File: config.mk
export PLATFORM = sky130hd
export DESIGN_NAME = intc_vectored
export DESIGN_NICKNAME = d
export VERILOG_FILES = /design/src/rtl/intc_pkg.sv /design/src/rtl/intc_bank.sv /design/src/rtl/intc_prio_sort.sv /design/src/rtl/intc_softrst_seq.sv /design/src/rtl/intc_vectored.sv
export SDC_FILE = /design/constraint.sdc
export NUM_CORES = 1
export LEC_CHECK = 0
export BUFFER_PORTS_ARGS = -buffer_cell sky130_fd_sc_hd__buf_2
export CAP_MARGIN = 10
export CORE_MARGIN = 2
export CORE_UTILIZATION = 30
export CTS_CLUSTER_DIAMETER = 40
export DETAILED_ROUTE_END_ITERATION = 10
export SLEW_MARGIN = 0
export SYNTH_ARGS = -nofsm -noshare
export SYNTH_HDL_FRONTEND = slang
export SYNTH_HIERARCHICAL = 1
export SYNTH_SLANG_ARGS = --single-unit
File: constraint.sdc
create_clock -name clk -period 10.4 [get_ports clk]
set_input_delay 2.08 -clock clk [delete_from_list [all_inputs] [get_ports clk]]
set_output_delay 2.08 -clock clk [all_outputs]
set_load 0.05 [all_outputs]
File: src/rtl/intc_pkg.sv
package intc_pkg;
   localparam int DATA_W      = 32;
   localparam int BANK_STRIDE = 32;
   localparam int SPUR_BIT    = 7;

   localparam logic [7:0] OFS_REV       = 8'h00;
   localparam logic [7:0] OFS_SYSCFG    = 8'h10;
   localparam logic [7:0] OFS_SYSSTAT   = 8'h14;
   localparam logic [7:0] OFS_ACTIVE    = 8'h40;
   localparam logic [7:0] OFS_CTRL      = 8'h48;
   localparam logic [7:0] OFS_THRESH    = 8'h68;
   localparam logic [7:0] OFS_BANK_BASE = 8'h88;
   localparam logic [7:0] THR_OPEN      = 8'hFF;

   // per-bank register function, selected by address bits 3:2 of the bank offset
   typedef enum logic [1:0] {
      FN_MASK_CLR = 2'd0,
      FN_MASK_SET = 2'd1,
      FN_SWI_SET  = 2'd2,
      FN_SWI_CLR  = 2'd3
   } bank_fn_e;
endpackage

File: src/rtl/intc_bank.sv
module intc_bank
   import intc_pkg::*;
#(
   parameter int BANK_W = 32
) (
   input  logic              clk,
   input  logic              rst_n,
   input  logic              sclr,
   input  logic              wr_en,
   input  bank_fn_e          fn,
   input  logic [BANK_W-1:0] wdata,
   output logic [BANK_W-1:0] mask_q,
   output logic [BANK_W-1:0] swi_q
);

   always_ff @(posedge clk or negedge rst_n) begin
      if (!rst_n) begin
         mask_q <= '1;
         swi_q  <= '0;
      end else if (sclr) begin
         mask_q <= '1;
         swi_q  <= '0;
      end else if (wr_en) begin
         case (fn)
            FN_MASK_CLR: mask_q <= mask_q & ~wdata;
            FN_MASK_SET: mask_q <= mask_q | wdata;
            FN_SWI_SET:  swi_q  <= swi_q | wdata;
            FN_SWI_CLR:  swi_q  <= swi_q & ~wdata;
            default: ;
         endcase
      end
   end

endmodule

File: src/rtl/intc_prio_sort.sv
module intc_prio_sort #(
   parameter int NUM_BANKS = 4,
   parameter int BANK_W    = 32,
   parameter bit TWO_LEVEL = 1'b1,
   localparam int NSRC     = NUM_BANKS * BANK_W,
   localparam int ID_W     = $clog2(NSRC)
) (
   input  logic [NSRC-1:0] pend,
   output logic            any,
   output logic [ID_W-1:0] win_id
);

   localparam int LOC_W = (BANK_W > 1) ? $clog2(BANK_W) : 1;

   if (TWO_LEVEL) begin : g_two
      logic [NUM_BANKS-1:0]            b_any;
      logic [NUM_BANKS-1:0][LOC_W-1:0] b_loc;

      for (genvar b = 0; b < NUM_BANKS; b++) begin : g_bk
         logic             any_b;
         logic [LOC_W-1:0] loc_b;
         always_comb begin
            any_b = |pend[b*BANK_W +: BANK_W];
            loc_b = '0;
            for (int i = BANK_W - 1; i >= 0; i--) begin
               if (pend[b*BANK_W + i]) loc_b = LOC_W'(i);
            end
         end
         assign b_any[b] = any_b;
         assign b_loc[b] = loc_b;
      end

      always_comb begin
         any    = |b_any;
         win_id = '0;
         for (int b = NUM_BANKS - 1; b >= 0; b--) begin
            if (b_any[b]) win_id = ID_W'(b * BANK_W + int'(b_loc[b]));
         end
      end
   end else begin : g_flat
      always_comb begin
         any    = |pend;
         win_id = '0;
         for (int i = NSRC - 1; i >= 0; i--) begin
            if (pend[i]) win_id = ID_W'(i);
         end
      end
   end

endmodule

File: src/rtl/intc_softrst_seq.sv
module intc_softrst_seq #(
   parameter int CYCLES = 4
) (
   input  logic clk,
   input  logic rst_n,
   input  logic start,
   output logic busy
);

   localparam int CNT_W = $clog2(CYCLES + 1);

   logic [CNT_W-1:0] cnt_q;

   always_ff @(posedge clk or negedge rst_n) begin
      if (!rst_n) begin
         busy  <= 1'b0;
         cnt_q <= '0;
      end else if (start) begin
         busy  <= 1'b1;
         cnt_q <= CNT_W'(CYCLES - 1);
      end else if (busy) begin
         if (cnt_q == '0) busy <= 1'b0;
         else             cnt_q <= cnt_q - 1'b1;
      end
   end

endmodule

File: src/rtl/intc_vectored.sv
module intc_vectored
   import intc_pkg::*;
#(
   parameter int         NUM_BANKS   = 4,
   parameter int         BANK_W      = 32,
   parameter int         ADDR_W      = 8,
   parameter int         REV_MAJOR   = 5,
   parameter int         REV_MINOR   = 0,
   parameter int         SRST_CYCLES = 4,
   parameter bit         TWO_LEVEL   = 1'b1,
   parameter logic [7:0] FIXED_PRIO  = 8'd0,
   localparam int        NSRC        = NUM_BANKS * BANK_W
) (
   input  logic              clk,
   input  logic              rst_n,
   input  logic [NSRC-1:0]   irq_src,
   input  logic              reg_wr,
   input  logic [ADDR_W-1:0] reg_addr,
   input  logic [DATA_W-1:0] reg_wdata,
   output logic [DATA_W-1:0] reg_rdata,
   output logic              irq_out
);

   localparam int ID_W     = $clog2(NSRC);
   localparam int BSEL_W   = (NUM_BANKS > 1) ? $clog2(NUM_BANKS) : 1;
   localparam int BANK_END = int'(OFS_BANK_BASE) + (NUM_BANKS - 1) * BANK_STRIDE + 16;

   localparam logic [ADDR_W-1:0] A_REV   = ADDR_W'(OFS_REV);
   localparam logic [ADDR_W-1:0] A_CFG   = ADDR_W'(OFS_SYSCFG);
   localparam logic [ADDR_W-1:0] A_STAT  = ADDR_W'(OFS_SYSSTAT);
   localparam logic [ADDR_W-1:0] A_ACT   = ADDR_W'(OFS_ACTIVE);
   localparam logic [ADDR_W-1:0] A_CTRL  = ADDR_W'(OFS_CTRL);
   localparam logic [ADDR_W-1:0] A_THR   = ADDR_W'(OFS_THRESH);
   localparam logic [ADDR_W-1:0] A_BASE  = ADDR_W'(OFS_BANK_BASE);
   localparam logic [ADDR_W-1:0] REL_END = ADDR_W'(BANK_END - int'(OFS_BANK_BASE));

   // elaboration-time parameter checks
   if (BANK_W != DATA_W) begin : g_bad_bank_w
      $error("BANK_W must equal the register width");
   end
   if (ID_W > SPUR_BIT) begin : g_bad_nsrc
      $error("source number must fit below the spurious flag bit");
   end
   if (ADDR_W < 8 || BANK_END >= (1 << ADDR_W)) begin : g_bad_addr
      $error("ADDR_W too small for the bank registers");
   end
   if (SRST_CYCLES < 1) begin : g_bad_srst
      $error("SRST_CYCLES must be at least 1");
   end
   if (REV_MAJOR > 15 || REV_MINOR > 15 || REV_MAJOR < 0 || REV_MINOR < 0) begin : g_bad_rev
      $error("revision fields are 4 bits each");
   end

   // write qualification
   logic srst_busy, srst_start, sclr, wr_ok, agree, thr_wr;

   assign wr_ok      = reg_wr && !srst_busy;
   assign srst_start = wr_ok && (reg_addr == A_CFG) && reg_wdata[1];
   assign sclr       = srst_start || srst_busy;
   assign agree      = wr_ok && (reg_addr == A_CTRL) && reg_wdata[0];
   assign thr_wr     = wr_ok && (reg_addr == A_THR);

   intc_softrst_seq #(.CYCLES(SRST_CYCLES)) u_srst (
      .clk   (clk),
      .rst_n (rst_n),
      .start (srst_start),
      .busy  (srst_busy)
   );

   // bank address decode
   logic [ADDR_W-1:0] rel;
   logic              in_bank;
   logic [BSEL_W-1:0] bsel;
   bank_fn_e          bfn;

   assign rel     = reg_addr - A_BASE;
   assign in_bank = (reg_addr >= A_BASE) && (rel < REL_END) && !rel[4] && (rel[1:0] == 2'b00);
   assign bsel    = rel[5 +: BSEL_W];
   assign bfn     = bank_fn_e'(rel[3:2]);

   logic [NUM_BANKS-1:0][BANK_W-1:0] mask_pk, swi_pk;
   logic [NSRC-1:0]                  mask_flat, swi_flat;

   for (genvar b = 0; b < NUM_BANKS; b++) begin : g_bank
      logic we_b;
      assign we_b = wr_ok && in_bank && (bsel == BSEL_W'(b));
      intc_bank #(.BANK_W(BANK_W)) u_bank (
         .clk    (clk),
         .rst_n  (rst_n),
         .sclr   (sclr),
         .wr_en  (we_b),
         .fn     (bfn),
         .wdata  (reg_wdata),
         .mask_q (mask_pk[b]),
         .swi_q  (swi_pk[b])
      );
   end

   assign mask_flat = mask_pk;
   assign swi_flat  = swi_pk;

   // input capture and pending vector
   logic [NSRC-1:0] hw_q, pend;

   always_ff @(posedge clk or negedge rst_n) begin
      if (!rst_n) hw_q <= '0;
      else        hw_q <= irq_src;
   end

   assign pend = (hw_q | swi_flat) & ~mask_flat;

   // threshold register
   logic [7:0] thr_q;
   logic       thr_pass;

   always_ff @(posedge clk or negedge rst_n) begin
      if (!rst_n)      thr_q <= THR_OPEN;
      else if (sclr)   thr_q <= THR_OPEN;
      else if (thr_wr) thr_q <= reg_wdata[7:0];
   end

   assign thr_pass = (thr_q == THR_OPEN) || (FIXED_PRIO < thr_q);

   // sorter and freeze handshake
   logic            sort_any;
   logic [ID_W-1:0] sort_id, act_id_q;
   logic            held_q, act_live;

   intc_prio_sort #(
      .NUM_BANKS (NUM_BANKS),
      .BANK_W    (BANK_W),
      .TWO_LEVEL (TWO_LEVEL)
   ) u_sort (
      .pend   (pend),
      .any    (sort_any),
      .win_id (sort_id)
   );

   always_ff @(posedge clk or negedge rst_n) begin
      if (!rst_n) begin
         held_q   <= 1'b0;
         act_id_q <= '0;
      end else if (sclr) begin
         held_q   <= 1'b0;
         act_id_q <= '0;
      end else if (held_q) begin
         if (agree) held_q <= 1'b0;
      end else if (thr_pass && sort_any) begin
         held_q   <= 1'b1;
         act_id_q <= sort_id;
      end
   end

   assign irq_out  = held_q;
   assign act_live = pend[act_id_q];

   // read mux
   always_comb begin
      reg_rdata = '0;
      case (reg_addr)
         A_REV:  reg_rdata[7:0] = {4'(REV_MAJOR), 4'(REV_MINOR)};
         A_STAT: reg_rdata[0]   = !srst_busy;
         A_THR:  reg_rdata[7:0] = thr_q;
         A_ACT: begin
            if (held_q) begin
               reg_rdata[ID_W-1:0] = act_id_q;
               reg_rdata[SPUR_BIT] = !act_live;
            end else begin
               reg_rdata[SPUR_BIT] = 1'b1;
            end
         end
         default: begin
            if (in_bank) begin
               if (bfn == FN_MASK_CLR || bfn == FN_MASK_SET) reg_rdata = mask_pk[bsel];
               else                                          reg_rdata = swi_pk[bsel];
            end
         end
      endcase
   end

endmodule

# Yosys cells after proc, flatten, opt, wreduce, memory -nomap -nowiden
# Index checks and enable logic that the tools add are counted.
word_totals:
  register_bits: 404
  in_bits: 171
  elab_cells: 293
op_classes:
  n_addsub: 5
  magnitude_cmp: 5
  eq_ne: 14
  mux: 184
  bitwise: 20
  n_reduce_logical: 51
ops:
  columns: ["op", "count"]
  rows:
  - ["32-bit two-way mux", 20]
  - ["5-bit two-way mux", 128]
  - ["32-bit one-hot mux with 2 select lines", 8]
  - ["32-bit AND", 8]
  - ["32-bit bitwise OR", 8]
  - ["128-bit AND", 1]
  - ["32-bit binary-select mux with 2-bit select", 2]
  - ["128-bit inverter", 1]
  - ["128-bit bitwise OR", 1]
  - ["128-bit OR reduction", 1]
  - ["32-bit OR reduction", 4]
  - ["7-bit two-way mux", 8]
  - ["32-bit inverter", 1]
  - ["7-bit one-hot mux with 4 select lines", 1]
  - ["8-bit by 7-bit == test with 1-bit output, second input constant", 3]
  - ["24-bit two-way mux", 1]
  - ["2-bit AND reduction", 10]
  - ["8-bit by 5-bit == test with 1-bit output, second input constant", 2]
  - ["8-bit two-way mux", 2]
  - ["1-bit logical AND", 15]
  - ["7-bit by 5-bit adder with 7-bit output, first input constant", 2]
  - ["2-bit nonzero test", 7]
  - ["1-bit two-way mux", 9]
  - ["3-bit two-way mux", 3]
  - ["other kinds (22)", 33]

# Logic depth before layout (Yosys ltp)
depth:
  ltp_word: 42
  depth_mapped: 14
  depth_no_buf: 13

# Cells and area by module
# The synthesis kept the hierarchy.
by_module_without_submodules:
  columns: ["module", "n_inst", "cells_each", "area_per_inst_um2", "seq_area_each_um2"]
  rows:
  - ["intc_bank", 4, 286, 3156.8, 1641.6]
  - ["intc_vectored", 1, 835, 8444.3, 3613.5]
  - ["intc_prio_sort", 1, 275, 1564.0, 0.0]
  - ["intc_softrst_seq", 1, 19, 212.7, 100.1]

# Worst setup path before layout
# Ideal clock, no wire load.
synth_timing:
  kind: "input-to-output"
  start: "input reg_addr[3]"
  end: "output reg_rdata[0]"
  arrival_time_ns: 4.663
  setup_slack_ns: 3.657
  cell_stages: 8
  path_cell_list: "inv_2 > clkbuf_1 > ha_1 > xnor2_1 > buf_2 > mux4_2 > mux2i_1 > o21ai_0"
synth_between:
  elab_chain_cells: 7
  elab_cells_between_ends: 21
synth_lines:
  columns: ["item", "line", "source"]
  rows:
  - ["from (decl)", "intc_vectored.sv:18", "input logic [ADDR_W-1:0] reg_addr,"]
  - ["8-bit subtractor (*)", "intc_vectored.sv:76", "assign rel = reg_addr - A_BASE;"]
  - ["net rel[3]", "intc_vectored.sv:71", "logic [ADDR_W-1:0] rel;"]
  - ["8-bit by 7-bit < comparator with 1-bit output", "intc_vectored.sv:77", "assign in_bank = (reg_addr >= A_BASE) && (rel < REL_END) && !rel[4] && (rel[1:0] == 2'b00);"]
  - ["1-bit logical AND (3 in series)", "intc_vectored.sv:77", null]
  - ["32-bit two-way mux (*)", "intc_vectored.sv:173", "if (in_bank) begin"]
  - ["1-bit one-hot mux with 4 select lines (*)", "intc_vectored.sv:160", "case (reg_addr)"]
  - ["to (decl)", "intc_vectored.sv:20", "output logic [DATA_W-1:0] reg_rdata,"]
# Mark *: on every way through the listed nets, which the timed path passes. The rest lies on a longest branch. The select of a mux whose other input is x is not followed.

# Worst setup path in the final report
layout_timing:
  start: "input reg_addr[3]"
  end: "output reg_rdata[7]"
layout_between:
  elab_chain_cells: 7
  elab_cells_between_ends: 21
layout_lines:
  columns: ["item", "line"]
  rows:
  - ["8-bit subtractor", "intc_vectored.sv:76"]
  - ["8-bit by 7-bit < comparator with 1-bit output", "intc_vectored.sv:77"]
  - ["1-bit logical AND (3 in series)", "intc_vectored.sv:77"]
  - ["32-bit two-way mux", "intc_vectored.sv:173"]
  - ["7-bit one-hot mux with 4 select lines (*)", "intc_vectored.sv:160"]
# Every way passes the cells marked *; elsewhere a longest branch is shown, timed or not. The select of a mux whose other input is x is not followed.

==> results.py <==
metrics = {
    "clocking": {
        "cts_resized": 0,
        "cts_root_buf": "clkbuf_16",
        "clk-insertion-delay-late_ns": 0.62,
        "cts_buffer_depth": 3,
        "h-tree-depth": 3,
        "hold_buffers": 0,
        "cts_sinks": 404,
        "clk_pin_slew_ns": 0.06,
        "cts_setup_buffers": 0,
        "cts_made_buffers": 78,
        "cts_tree": "yes",
    },
    "floorplan": {
        "die_w_microns": 280,
        "ioPinCount": 204,
        "initial_core_util_pct": 30.2,
        "fp.dieH_microns": 280,
        "num_rows": 101,
        "design.die.area_sq_um": 78400,
        "coreArea_sq_um": 75700,
    },
    "yosys": {
        "synth_warnings": 6,
        "syn-instance-count": 2273,
        "synth_ff_type": "dfrtp_1",
        "synth.avg_cell_area_sq_um": 10.1,
        "synth-edff-count": 0,
        "synth_cell_type_count": 79,
        "synth_area_sq_um": 22800,
        "synth-seq-area-share_pct": 45.0,
        "synth_fp_nets": 2448,
        "synth-async-reset-ratio_pct": 100,
        "ys_seq_elements": 404,
    },
    "sta": {
        "relSlewSlack_pct": 22.3,
        "fmax_mhz": 131,
        "period_minus_slack_ns": 7.64,
        "tightest_slew_ns": 1.16,
        "fin_ws_ns": 2.76,
        "skew_ns": 0.0185,
        "setup_viol": 0,
        "drv_slew": 0,
        "period_share_pct": 73.5,
        "tns_ns": 0,
        "rsz0062_at_grt": "false",
        "hold_violations": 0,
    },
    "layout": {
        "fillerInstances": 7560,
        "drive_gt1_share_pct": 24.9,
        "syn2layout_area_growth_pct": 19.8,
        "diodes": 0,
        "fin_nets": 2605,
    },
    "detailed_routing": {
        "vias_per_cell": 5.50,
        "ant_nets": 0,
        "drt_first_iter_violations": 2191,
        "drtPass1Iterations": 7,
        "drc_errors": 0,
        "vias": 19100,
        "routedWlPerCell_microns": 24.4,
        "drt-total-wl_microns": 84900,
    },
    "global_routing": {
        "antenna_found_initial": 2,
        "grt_pass1_vias": 19200,
        "grt-ovfl-total": 0,
        "grtUsageTotal_pct": 21.5,
        "grt_max_degree": 154,
        "grt_pass1_wl_microns": 127000,
    },
    "placed_design": {
        "io_buffers": 203,
        "globalplace.congestion": 0.981,
        "dp_slack_ns": 2.42,
        "dp_hpwl_microns": 57800,
    },
    "worst_hold_path": {
        "hp-class": "flop to flop",
        "min_to": "thr_q[3]",
        "hold_start": "thr_q[3]",
        "hold_depth": 2,
    },
    "setup_path": {
        "r2r_slack_ns": 6.10,
        "cp_max_fo": 89,
        "cp.required_ns": 8.32,
        "r2r-start": "u_srst/busy",
        "cp-end-kind": "output port",
        "cp-startpoint": "reg_addr[3]",
        "startpoint_type": "primary input",
        "cp.arrival_ns": 5.56,
        "reg2reg_to": "g_bank[1].u_bank/swi_q[8]",
        "reg2reg_depth": 7,
        "path_class": "primary input to output port",
    },
    "power": {
        "power.leakage_nw": 13.1,
        "vdd_drop_max_mv": 0.0964,
        "power.total_w": 0.00525,
        "pwr_density_cell_nw_per_um2": 192,
    },
    "flow_run": {
        "maxCapViolCount": 0,
    },
    "status": {
        "status": "finished clean",
    },
}
critical path: stages:
cell	delay (ns)
buf_2	0.10
buf_4	0.29
inv_6	0.59
nand3_1	0.23
nor3_1	0.78
nand3_1	0.17
a2111oi_0	0.56
a2111oi_0	0.18
o21ai_1	0.20
buf_2	0.33
cell type report:
| type | count | area (sq um) | share of cell area, % |
|---|---|---|---|
| inverters | 71 | 277 | 1.01 |
| clock inverters | 51 | 624 | 2.28 |
| repair buffers | 232 | 1280 | 4.66 |
| well taps | 978 | 1220 | 4.47 |
| flip-flops and latches | 404 | 10300 | 37.6 |
| clock buffers | 95 | 2110 | 7.70 |
| multi-input cells | 1643 | 11600 | 42.3 |
stage by stage:
stage               util, %  hold slack [ns]  cell area, sq um  cells
detailed placement     32.5            0.494             24600   3327
CTS                    36.1            0.504             27400   3473
floorplan                 -            0.471             22800   2273
global route           36.2            0.523             27400   3474
global placement       32.5            0.486             24600   3327
finish                 36.2            0.503             27400   3474
worst max-delay path by stage:
stage	endpoint	slack, ns	cells after the start
6_report	reg_rdata[7]	2.76	10
5_1_grt	reg_rdata[7]	2.58	10
4_1_cts	reg_rdata[17]	2.42	9
2_1_floorplan	reg_rdata[0]	3.66	8
3_5_place_dp	reg_rdata[17]	2.42	9
3_3_place_gp	reg_rdata[17]	2.44	9
cell usage after synthesis (all sizes together), types with 3 or more instances:
library cell,number,area share (%)
a221oi,7,0.27
ha,4,0.22
o31ai,15,0.49
buf,109,2.6
a31oi,6,0.16
nand4,8,0.22
inv,70,1.1
clkbuf,46,0.76
nand2b,139,3.8
o32ai,7,0.30
dfstp,136,16
o221ai,4,0.15
dfrtp,268,29
mux2i,271,12
o211ai,9,0.30
o21bai,33,1.1
nand3,155,3.4
nand2,86,1.4
o21ai,40,0.88
nor3,55,1.3
a2111oi,9,0.35
o22ai,3,0.082
o31a,4,0.15
o21a,3,0.099
a211oi,14,0.48
nor2b,6,0.16
nor3b,3,0.099
or2,5,0.14
a21boi,3,0.099
o21ba,15,0.66
or4,11,0.38
nor4,37,1.1
a21oi,66,1.4
mux4,73,7.2
o311ai,4,0.15
nor2,377,6.2
nand3b,131,4.3
a22oi,7,0.23
state kept, by name, indices dropped and copies added, names as in the netlist:
register	cells
g_bank.u_bank/mask_q	128
g_bank.u_bank/swi_q	128
hw_q	128
thr_q	8
act_id_q	7
u_srst/cnt_q	3
irq_out	1
u_srst/busy	1
where the power goes:
| part | internal, W | leakage, nW | switching, W |
|---|---|---|---|
| combinational | 0.000293 | 6.94 | 0.000557 |
| sequential | 0.00168 | 4.85 | 0.000102 |
| clock | 0.00167 | 1.32 | 0.000945 |
cells by family after synthesis:
kind of cell	Yosys count	synth area share [%]
mux	344	19.1
fa+ha+maj	4	0.219
compound gates	266	8.08
flops	404	45.0
buf+inv	226	4.49
xor+xnor	3	0.115
simple gates	1026	23.0
placed cells by master (no fill, tap or decap), types with 15 or more instances in the layout:
cell type  instances
o21ai_0           35
nor3_1            53
nand2_1           86
inv_1             67
nor2_1           369
o21ba_2           15
a21oi_1           66
nand3_1          155
buf_4             26
dfstp_2          136
o21bai_1          33
nand2b_1         137
buf_2            202
mux4_2            73
o31ai_1           15
mux2i_1          271
clkbuf_16         79
dfrtp_1          268
nor4_1            35
nand3b_1         131
routing by layer:
metal	global-route usage, %	part of all wire, %	vias up
met4	8.27	3.5	2
met2	34.6	47	774
met3	3.96	6.6	166
li1	-	-	8439
met5	0	0.0082	-
met1	28.8	43	9729
Note: power is estimated with default switching activity, not from simulation.
